==> src/rtl/subint_pkg.sv <==
// Package: source-to-parent mapping and source type for the aggregator.
// Assumes at most 64 sources; a source index with no parent is reserved.
package subint_pkg;

    localparam int NO_PARENT = -1;

    // Parent position that a source index feeds, or NO_PARENT when reserved.
    function automatic int parent_of(input int s);
        if (s >= 0 && s <= 2)        return 28;
        else if (s >= 3 && s <= 5)   return 23;
        else if (s >= 6 && s <= 8)   return 15;
        else if (s == 9 || s == 10)  return 31;
        else if (s == 11 || s == 12) return 6;
        else if (s >= 14 && s <= 17) return 16;
        else if (s >= 18 && s <= 23) return 17;
        else if (s >= 24 && s <= 26) return 18;
        else if (s == 27 || s == 28) return 9;
        else                         return NO_PARENT;
    endfunction

    // True for sources that latch on a rising request instead of a level.
    function automatic bit is_edge(input int s);
        return (s == 9) || (s == 10);
    endfunction

    // Bit vector of the sources (below nsub) that feed parent p.
    function automatic logic [63:0] group_bits(input int p, input int nsub);
        logic [63:0] g;
        g = '0;
        for (int s = 0; s < nsub; s++)
            if (parent_of(s) == p) g[s] = 1'b1;
        return g;
    endfunction

endpackage

==> src/rtl/subint_capture.sv <==
// Holds one pending bit per source.
// Level sources set while their request is high. Edge sources set on a rising request.
// A clear and a set at the same edge leave the bit set. Reserved positions are tied to 0.
// Assumes sub_req is synchronous to clk.
module subint_capture #(
    parameter int NSUB = 32
) (
    input  logic            clk,
    input  logic            rst_n,
    input  logic [NSUB-1:0] sub_req,
    input  logic [NSUB-1:0] clr_vec,
    output logic [NSUB-1:0] pend
);
    import subint_pkg::*;

    for (genvar i = 0; i < NSUB; i++) begin : g_src
        if (parent_of(i) == NO_PARENT) begin : g_rsvd
            assign pend[i] = 1'b0;
        end else begin : g_live
            logic set_now;
            if (is_edge(i)) begin : g_edge
                logic req_q;
                // Remember the request seen at the previous edge.
                always_ff @(posedge clk) begin
                    if (!rst_n) req_q <= 1'b0;
                    else        req_q <= sub_req[i];
                end
                assign set_now = sub_req[i] & ~req_q;

                a_r3_edge_capture: assert property (@(posedge clk) disable iff (!rst_n)
                    (sub_req[i] && !req_q) |=> pend[i]);
                a_r3_no_reset_on_hold: assert property (@(posedge clk) disable iff (!rst_n)
                    (req_q && clr_vec[i]) |=> !pend[i]);
            end else begin : g_level
                assign set_now = sub_req[i];

                a_r2_level_capture: assert property (@(posedge clk) disable iff (!rst_n)
                    sub_req[i] |=> pend[i]);
            end

            // Pending bit: a set beats a clear; otherwise hold until cleared.
            always_ff @(posedge clk) begin
                if (!rst_n) pend[i] <= 1'b0;
                else        pend[i] <= set_now | (pend[i] & ~clr_vec[i]);
            end

            a_r4_clear_takes: assert property (@(posedge clk) disable iff (!rst_n)
                (clr_vec[i] && !sub_req[i]) |=> !pend[i]);
        end
    end

endmodule

==> src/rtl/subint_regs.sv <==
// Register port: the mask register, the write-1-to-clear decode for pending,
// and the combinational read mux. Assumes one access per cycle.
module subint_regs #(
    parameter int          NSUB     = 32,
    parameter int          AW       = 8,
    parameter int unsigned PEND_OFS = 'h18,
    parameter int unsigned MASK_OFS = 'h1c
) (
    input  logic            clk,
    input  logic            rst_n,
    input  logic            reg_wr,
    input  logic [AW-1:0]   reg_addr,
    input  logic [NSUB-1:0] reg_wdata,
    input  logic [NSUB-1:0] pend,
    output logic [NSUB-1:0] mask,
    output logic [NSUB-1:0] clr_vec,
    output logic [NSUB-1:0] reg_rdata
);
    localparam logic [AW-1:0] A_PEND = PEND_OFS[AW-1:0];
    localparam logic [AW-1:0] A_MASK = MASK_OFS[AW-1:0];

    logic hit_pend, hit_mask;
    assign hit_pend = (reg_addr == A_PEND);
    assign hit_mask = (reg_addr == A_MASK);

    // Clear strobes for the pending bits selected by a pending-word write.
    assign clr_vec = (reg_wr && hit_pend) ? reg_wdata : '0;

    // Mask register: every bit is 1 at reset, and a write replaces the whole word.
    always_ff @(posedge clk) begin
        if (!rst_n)                mask <= '1;
        else if (reg_wr && hit_mask) mask <= reg_wdata;
    end

    // Read mux: the pending word, the mask word, or zero.
    always_comb begin
        if (hit_pend)      reg_rdata = pend;
        else if (hit_mask) reg_rdata = mask;
        else               reg_rdata = '0;
    end

    a_r5_mask_write: assert property (@(posedge clk) disable iff (!rst_n)
        (reg_wr && hit_mask) |=> (mask == $past(reg_wdata)));
    a_r5_mask_hold: assert property (@(posedge clk) disable iff (!rst_n)
        !(reg_wr && hit_mask) |=> $stable(mask));

endmodule

==> src/rtl/subint_parent_or.sv <==
// Reduces pending-and-unmasked sources to one request per parent position.
// The group of each parent is fixed at elaboration. Purely combinational.
module subint_parent_or #(
    parameter int NSUB = 32,
    parameter int NPAR = 32
) (
    input  logic [NSUB-1:0] pend,
    input  logic [NSUB-1:0] mask,
    output logic [NPAR-1:0] parent_req
);
    import subint_pkg::*;

    logic [NSUB-1:0] live;
    assign live = pend & ~mask;

    for (genvar p = 0; p < NPAR; p++) begin : g_par
        localparam logic [63:0]     GRP64 = group_bits(p, NSUB);
        localparam logic [NSUB-1:0] GRP   = GRP64[NSUB-1:0];
        if (GRP == '0) begin : g_none
            assign parent_req[p] = 1'b0;
        end else begin : g_any
            assign parent_req[p] = |(live & GRP);
        end
    end

endmodule

==> src/rtl/subint_aggregator.sv <==
// Top of the sub-interrupt aggregator.
// Holds pending and mask registers for NSUB sources and drives NPAR parent request lines.
// Assumes the source-to-parent mapping in subint_pkg fits within NSUB and NPAR.
module subint_aggregator #(
    parameter int          NSUB     = 32,
    parameter int          NPAR     = 32,
    parameter int          AW       = 8,
    parameter int unsigned PEND_OFS = 'h18,
    parameter int unsigned MASK_OFS = 'h1c
) (
    input  logic            clk,
    input  logic            rst_n,
    input  logic [NSUB-1:0] sub_req,
    input  logic            reg_wr,
    input  logic [AW-1:0]   reg_addr,
    input  logic [NSUB-1:0] reg_wdata,
    output logic [NSUB-1:0] reg_rdata,
    output logic [NPAR-1:0] parent_req
);
    logic [NSUB-1:0] pend, mask, clr_vec;

    subint_capture #(.NSUB(NSUB)) u_capture (
        .clk     (clk),
        .rst_n   (rst_n),
        .sub_req (sub_req),
        .clr_vec (clr_vec),
        .pend    (pend)
    );

    subint_regs #(
        .NSUB(NSUB), .AW(AW), .PEND_OFS(PEND_OFS), .MASK_OFS(MASK_OFS)
    ) u_regs (
        .clk       (clk),
        .rst_n     (rst_n),
        .reg_wr    (reg_wr),
        .reg_addr  (reg_addr),
        .reg_wdata (reg_wdata),
        .pend      (pend),
        .mask      (mask),
        .clr_vec   (clr_vec),
        .reg_rdata (reg_rdata)
    );

    subint_parent_or #(.NSUB(NSUB), .NPAR(NPAR)) u_parent (
        .pend       (pend),
        .mask       (mask),
        .parent_req (parent_req)
    );

    // With every source masked, no parent may request, whatever is pending.
    a_r7_all_masked_silent: assert property (@(posedge clk) disable iff (!rst_n)
        (mask == '1) |-> (parent_req == '0));
    // A parent output needs at least one pending source somewhere.
    a_r6_parent_needs_pending: assert property (@(posedge clk) disable iff (!rst_n)
        (pend == '0) |-> (parent_req == '0));

endmodule

==> config.mk <==
export PLATFORM = sky130hd
export DESIGN_NAME = subint_aggregator
export DESIGN_NICKNAME = d
export VERILOG_FILES = /design/src/rtl/subint_pkg.sv /design/src/rtl/subint_capture.sv /design/src/rtl/subint_regs.sv /design/src/rtl/subint_parent_or.sv /design/src/rtl/subint_aggregator.sv
export SDC_FILE = /design/constraint.sdc
export NUM_CORES = 1
export LEC_CHECK = 0
export BUFFER_PORTS_ARGS = -buffer_cell sky130_fd_sc_hd__buf_2
export CAP_MARGIN = 15
export CORE_MARGIN = 2
export CORE_UTILIZATION = 52
export DETAILED_ROUTE_END_ITERATION = 7
export PLACE_DENSITY_LB_ADDON = 0.25
export REMOVE_ABC_BUFFERS = 1
export SLEW_MARGIN = 20
export SYNTH_ARGS = -nofsm -noshare
export SYNTH_HDL_FRONTEND = slang
export SYNTH_SLANG_ARGS = --single-unit
==> constraint.sdc <==
create_clock -name clk -period 3.5 [get_ports clk]
set_clock_uncertainty 0.2 [all_clocks]
set_input_delay 0.7 -clock clk [delete_from_list [all_inputs] [get_ports clk]]
set_output_delay 0.7 -clock clk [all_outputs]
set_load 0.02 [all_outputs]
== Yosys cells after proc, flatten, opt, wreduce, memory -nomap -nowiden ==
Index checks and enable logic that the tools add are counted.

* $add $sub $neg: 0
* Multiplexer cells: 3
* Shift operators: 0
* Eq/ne operators: 2
* Order comparisons: 0
* Bitwise logic cells: 90
* Reduce and logical (&&, ||, !) cells: 11
* Div/mod/pow operators: 0
* Multipliers: 0

{| class="wikitable"
|+ Operator list
! operator !! number
|-
| 32-bit two-way mux || 2
|-
| 1-bit AND || 30
|-
| 1-bit inverter || 30
|-
| 29-bit AND || 1
|-
| 29-bit two-way mux || 1
|-
| 29-bit inverter || 1
|-
| 1-bit OR || 28
|-
| 8-bit by 5-bit equality test with 1-bit output (second input constant) || 2
|-
| 3-bit OR reduction || 4
|-
| 2-bit OR reduction || 3
|-
| 6-bit OR reduction || 1
|-
| 4-bit OR reduction || 1
|-
| 1-bit logical AND || 2
|}

* Output and inout bits: 64
* Word-level logic and storage cells: 137
* Bits in latches: 0
* Memories kept: 0
* Memory bits (writable): 0
* Input port bits: 75
* Register bits after elaboration: 62
* Memory bits (read-only): 0

== Logic depth before layout (Yosys ltp) ==
* Depth in word-level cells: 6
* Gate-level depth with buffers: 6
* Mapped depth without buffers: 3

== Modules after synthesis ==
A second synthesis with hierarchy kept.

* Cells, all modules: 413
* Area total of the unflattened synthesis: 3656.0 µm²

{| class="wikitable"
|+ By module, submodules not included
! module !! sequential area each (µm²) !! area each (µm²) !! instances !! cells each
|-
| subint_regs || 640.6 || 2199.6 || 1 || 250
|-
| subint_capture || 600.6 || 1069.8 || 1 || 98
|-
| subint_parent_or || 0.0 || 386.6 || 1 || 65
|}

== Least setup slack after synthesis ==
No wires, ideal clock.

* Path kind: input-to-output
* From: input port reg_addr[7]
* To: output port reg_rdata[15]
* Path buffers: 1
* Data arrival time: 2118 ps
* Stages: 4
* Data required time: 2600 ps
* Path slack: 482 ps
* Cell sequence: or4b_1 buf_2 nor4_2 a22o_1

* Cells in the longest elaborated chain, start to end: 3
* Elaborated cells between the ends (all ways): 4
* Those cells by class: eq/ne: 2; mux: 2

{| class="wikitable"
|+ RTL lines
! what !! RTL line !! source
|-
| start, declared || subint_aggregator.sv:15 || <nowiki>input logic [AW-1:0] reg_addr,</nowiki>
|-
| 8-bit by 5-bit equality test with 1-bit output || subint_regs.sv:24 || <nowiki>assign hit_mask = (reg_addr == A_MASK);</nowiki>
|-
| 32-bit two-way mux || subint_regs.sv:38 || <nowiki>else if (hit_mask) reg_rdata = mask;</nowiki>
|-
| 32-bit two-way mux * || subint_regs.sv:37 || <nowiki>if (hit_pend) reg_rdata = pend;</nowiki>
|-
| end, declared || subint_aggregator.sv:17 || <nowiki>output logic [NSUB-1:0] reg_rdata,</nowiki>
|}

Mark *: on every way between the ends. The rest lies on a longest branch, timed or not.

== Worst setup path after layout ==
* From: input port reg_addr[7]
* To: output port reg_rdata[18]

The elaborated chain is that of the path after synthesis.

==> flow_summary.html <==
<table>
<tr><th>Metric</th><th>Value</th></tr>
<tr><th colspan="2">CTS</th></tr>
<tr><td>Clk_lat worst skew</td><td>approximately 0.34 ns</td></tr>
<tr><td>Root buffer selected by CTS</td><td>sky130_fd_sc_hd__clkbuf_8</td></tr>
<tr><td>Number of buffers inserted by post-CTS setup repair</td><td>0</td></tr>
<tr><td>Number of levels in the clock H-tree</td><td>3</td></tr>
<tr><td>Sinks on the clock net</td><td>between 60 and 70</td></tr>
<tr><td># resized after CTS</td><td>0</td></tr>
<tr><td>Maximum clock path buffer count</td><td>2</td></tr>
<tr><td>Post-CTS Hold Fix Bufs</td><td>0</td></tr>
<tr><td>Clock tree from TritonCTS</td><td>built</td></tr>
<tr><td>Number of buffers created by CTS</td><td>9</td></tr>
<tr><td>Register clock-pin slew on the reported worst setup and hold paths</td><td>0.07 ns</td></tr>
<tr><th colspan="2">Placement</th></tr>
<tr><td>Routability Congestion</td><td>0.782</td></tr>
<tr><td>Post-detail-place hpwl</td><td>5240 um</td></tr>
<tr><td>Number of buffers inserted by port buffering</td><td>111</td></tr>
<tr><th colspan="2">Pwr</th></tr>
<tr><td>Static leakage</td><td>1.87 nW</td></tr>
<tr><td>Share of total power consumed by net switching</td><td>24.3%</td></tr>
<tr><td>Cell-internal power</td><td>~1.2 mW</td></tr>
<tr><td>Part of the total power dissipated in sequential elements</td><td>slightly below 50%</td></tr>
<tr><td>Pwr/cell area</td><td>374 nW/um^2</td></tr>
<tr><td>Worst VDD drop</td><td>roughly 0.27 mV</td></tr>
<tr><td>Clock Power Share</td><td>around 40%</td></tr>
<tr><td>Overall power</td><td>1.53 mW</td></tr>
<tr><td>Comb pwr share</td><td>10.8%</td></tr>
<tr><td>Net switching component of the power</td><td>around 0.37 mW</td></tr>
<tr><th colspan="2">STA</th></tr>
<tr><td>Tightest hold margin</td><td>between 0.2 and 0.3 ns</td></tr>
<tr><td>Max Transition Viols Final</td><td>0</td></tr>
<tr><td>Setup-violating endpoint count in the final report</td><td>0</td></tr>
<tr><td>Post-layout min period</td><td>3.29 ns</td></tr>
<tr><td>Maximum frequency from static timing analysis</td><td>0.304 GHz</td></tr>
<tr><td>Normalized max-slew margin</td><td>53.3%</td></tr>
<tr><td>Unrepaired setup endpoints after global routing</td><td>no</td></tr>
<tr><td>Final Cycle Share</td><td>94.1%</td></tr>
<tr><td>Hold Fails Final Rpt</td><td>0</td></tr>
<tr><td>Slew of the pin with the lowest slew margin</td><td>0.700 ns</td></tr>
<tr><th colspan="2">Setup path</th></tr>
<tr><td>Reg-to-reg critical path endpoint</td><td>u_capture.pend[26]</td></tr>
<tr><td>Reg-to-reg startpoint</td><td>u_capture.pend[26]</td></tr>
<tr><td>Arrival time of data at the critical path endpoint</td><td>2.39 ns</td></tr>
<tr><td>Critical path capture point type</td><td>primary output</td></tr>
<tr><td>Element type at the critical path start</td><td>input pin</td></tr>
<tr><td>Maximum fanout along the worst path</td><td>12</td></tr>
<tr><td>Register-to-register setup slack</td><td>around 2.6 ns</td></tr>
<tr><td>Data required time of the worst path</td><td>2.60 ns</td></tr>
<tr><td>Depth of the worst register-to-register path</td><td>2</td></tr>
<tr><td>Worst setup path category</td><td>input pin to primary output</td></tr>
<tr><th colspan="2">Global route</th></tr>
<tr><td>Antenna violations before repair</td><td>0</td></tr>
<tr><td>Total congestion overflow</td><td>0</td></tr>
<tr><td>Vias in the first global route</td><td>2894</td></tr>
<tr><td>Wire length of the first global-routing pass</td><td>12800 um</td></tr>
<tr><td>Overall track demand over capacity in global routing</td><td>21.9%</td></tr>
<tr><td>Maximum number of pins on one net before global-route repair</td><td>50</td></tr>
<tr><th colspan="2">Die</th></tr>
<tr><td>Row Count</td><td>29</td></tr>
<tr><td>Die Span Y</td><td>84.2 um</td></tr>
<tr><td>Area inside the core boundary</td><td>6280 um^2</td></tr>
<tr><td>DIE WIDTH</td><td>84.2 um</td></tr>
<tr><td>Initial cell density of the core</td><td>53.3%</td></tr>
<tr><td>I/O pin count</td><td>139</td></tr>
<tr><td>Die footprint</td><td>7100 um^2</td></tr>
<tr><th colspan="2">Logic synthesis</th></tr>
<tr><td>Top flip-flop cell by instance count after synthesis</td><td>sky130_fd_sc_hd__dfxtp_1</td></tr>
<tr><td>Unique masters post-synth</td><td>28</td></tr>
<tr><td>Seq cells post-synth</td><td>62</td></tr>
<tr><td>Cell count after synthesis</td><td>406</td></tr>
<tr><td>Post-synth EDFFs</td><td>0</td></tr>
<tr><td>Post-synthesis instance area</td><td>3350 um^2</td></tr>
<tr><td>Syn Area/Cell</td><td>approximately 8.2 um^2</td></tr>
<tr><td>Fraction of registers with async set or reset after synthesis</td><td>0%</td></tr>
<tr><td>Seq/Total Area, Yosys</td><td>between 30 and 40%</td></tr>
<tr><td>Syn. warnings</td><td>0</td></tr>
<tr><th colspan="2">Cells and area</th></tr>
<tr><td>P&amp;R area growth vs syn</td><td>22.4%</td></tr>
<tr><td>Most common cell after layout, fill and taps aside</td><td>sky130_fd_sc_hd__buf_2</td></tr>
<tr><td>Total inserted antenna cells</td><td>0</td></tr>
<tr><td>Share of final-layout standard cells stronger than drive strength 1</td><td>26.8%</td></tr>
<tr><td>Count of nets after finishing</td><td>587</td></tr>
<tr><td>Commonest cells after routing, fill and taps aside</td><td>sky130_fd_sc_hd__buf_2 (111), sky130_fd_sc_hd__nor2b_1 (64), sky130_fd_sc_hd__dfxtp_1 (62)</td></tr>
<tr><th colspan="2">Hold path</th></tr>
<tr><td>Tightest Hold Check Type</td><td>flop to flop</td></tr>
<tr><td>End point of the most critical hold path</td><td>u_capture.pend[9]</td></tr>
<tr><td>Hold path start</td><td>u_capture.pend[9]</td></tr>
<tr><td>Depth of the worst hold-timing path</td><td>2</td></tr>
<tr><th colspan="2">Route</th></tr>
<tr><td>Count of vias placed by the detailed router</td><td>approximately 3.0k</td></tr>
<tr><td>Total routed wirelength</td><td>7650 um</td></tr>
<tr><td>Pre-antenna DRT Iters</td><td>4</td></tr>
<tr><td>Mean routed wirelength per cell</td><td>12.9 um</td></tr>
<tr><td>Drt via density</td><td>5.07</td></tr>
<tr><td>DRC violation count after routing</td><td>0</td></tr>
<tr><td>Routed Antenna Nets</td><td>0</td></tr>
<tr><td>Number of DRC violations after detailed-routing iteration 0</td><td>65</td></tr>
<tr><th colspan="2">Run</th></tr>
<tr><td>Maxcap violations</td><td>0</td></tr>
<tr><th colspan="2">Run status</th></tr>
<tr><td>Outcome</td><td>completed</td></tr>
</table>
per-stage QoR:
step / worst slack, ns / instances / TNS (ns) / util (%) / area [um^2]
2_1_floorplan: -0.693 / 380 / -17.56 / - / 3130
3_3_place_gp: 0.217 / 578 / 0 / 62.3 / 3910
3_5_place_dp: 0.204 / 578 / 0 / 62.3 / 3910
4_1_cts: 0.191 / 592 / 0 / 65.3 / 4100
5_1_grt: 0.124 / 592 / 0 / 65.3 / 4100
6_report: 0.208 / 592 / 0 / 65.3 / 4100
worst max path at each step:
stage               slack (ns)       endpoint        start  depth (start not counted)
floorplan                -0.69   reg_rdata[0]  reg_addr[7]                          3
global placement          0.22  reg_rdata[18]  reg_addr[7]                          6
detailed placement        0.20  reg_rdata[18]  reg_addr[7]                          6
CTS                       0.19  reg_rdata[18]  reg_addr[7]                          6
global route              0.12  reg_rdata[21]  reg_addr[7]                          6
finish                    0.21  reg_rdata[18]  reg_addr[7]                          6
sequential cells by signal (all words and copies together), names as in the netlist:
signal,flops
u_capture.pend,28
u_capture.g_src.g_live.g_edge.req_q,2
u_regs.mask,32
cells by family (layout without fill, tap and decap cells):
kind of cell	after synthesis	count (layout)	synth area share [%]
and+or+nand+nor	143	143	23.4
AOI/OAI and AO/OA	94	94	18.0
buffers and inverters	74	161	11.8
DFF	62	62	37.1
muxes	32	32	9.57
other	1	23	0.112
synthesized netlist by cell type (5+ instances only):
cell type	number	area (um^2)
sky130_fd_sc_hd__buf_2	8	40.0
sky130_fd_sc_hd__a21oi_1	26	130
sky130_fd_sc_hd__nor2b_1	64	400
sky130_fd_sc_hd__o21ai_0	28	140
sky130_fd_sc_hd__and2_1	6	37.5
sky130_fd_sc_hd__buf_4	23	173
sky130_fd_sc_hd__a22o_1	28	245
sky130_fd_sc_hd__nand2_1	31	116
sky130_fd_sc_hd__nor2_1	27	101
sky130_fd_sc_hd__mux2i_1	32	320
sky130_fd_sc_hd__o221ai_1	5	43.8
sky130_fd_sc_hd__inv_1	26	97.6
sky130_fd_sc_hd__dfxtp_1	62	1240
sky130_fd_sc_hd__clkbuf_1	13	48.8
sky130_fd_sc_hd__o22ai_1	6	37.5
routing by layer:
layer	track usage, %	wire [um]	vias up
met4	10.1	154	0
li1	-	-	1524
met3	5.70	506	14
met1	25.2	3310	1376
met2	38.0	3680	89
met5	0	0	-
power by group through the flow:
stage                     Combinational (mW)  Sequential (mW)  Clock (mW)
final                                  0.165            0.749       0.621
after global routing                   0.187            0.752       0.658
after CTS                              0.165            0.748       0.637
after detailed placement               0.164            0.764           0
after global placement                 0.160            0.763           0
after floorplan                       0.0868            0.759           0
layout make-up:
type | instances | area [um^2]
fillers | 559 | 2180
flip-flops and latches | 62 | 1240
inverters | 26 | 97.6
multi-input cells | 292 | 1810
well taps | 77 | 96.3
repair buffers | 121 | 668
clock inverters | 1 | 30.0
clock buffers | 13 | 159
critical path, stage by stage:
cell and delay (ns):
sky130_fd_sc_hd__buf_2 0.09, sky130_fd_sc_hd__or4b_1 0.73, sky130_fd_sc_hd__nor3_4 0.31, sky130_fd_sc_hd__buf_4 0.23
sky130_fd_sc_hd__a22o_1 0.17, sky130_fd_sc_hd__buf_2 0.16
Note: power is estimated with default switching activity, not from simulation.
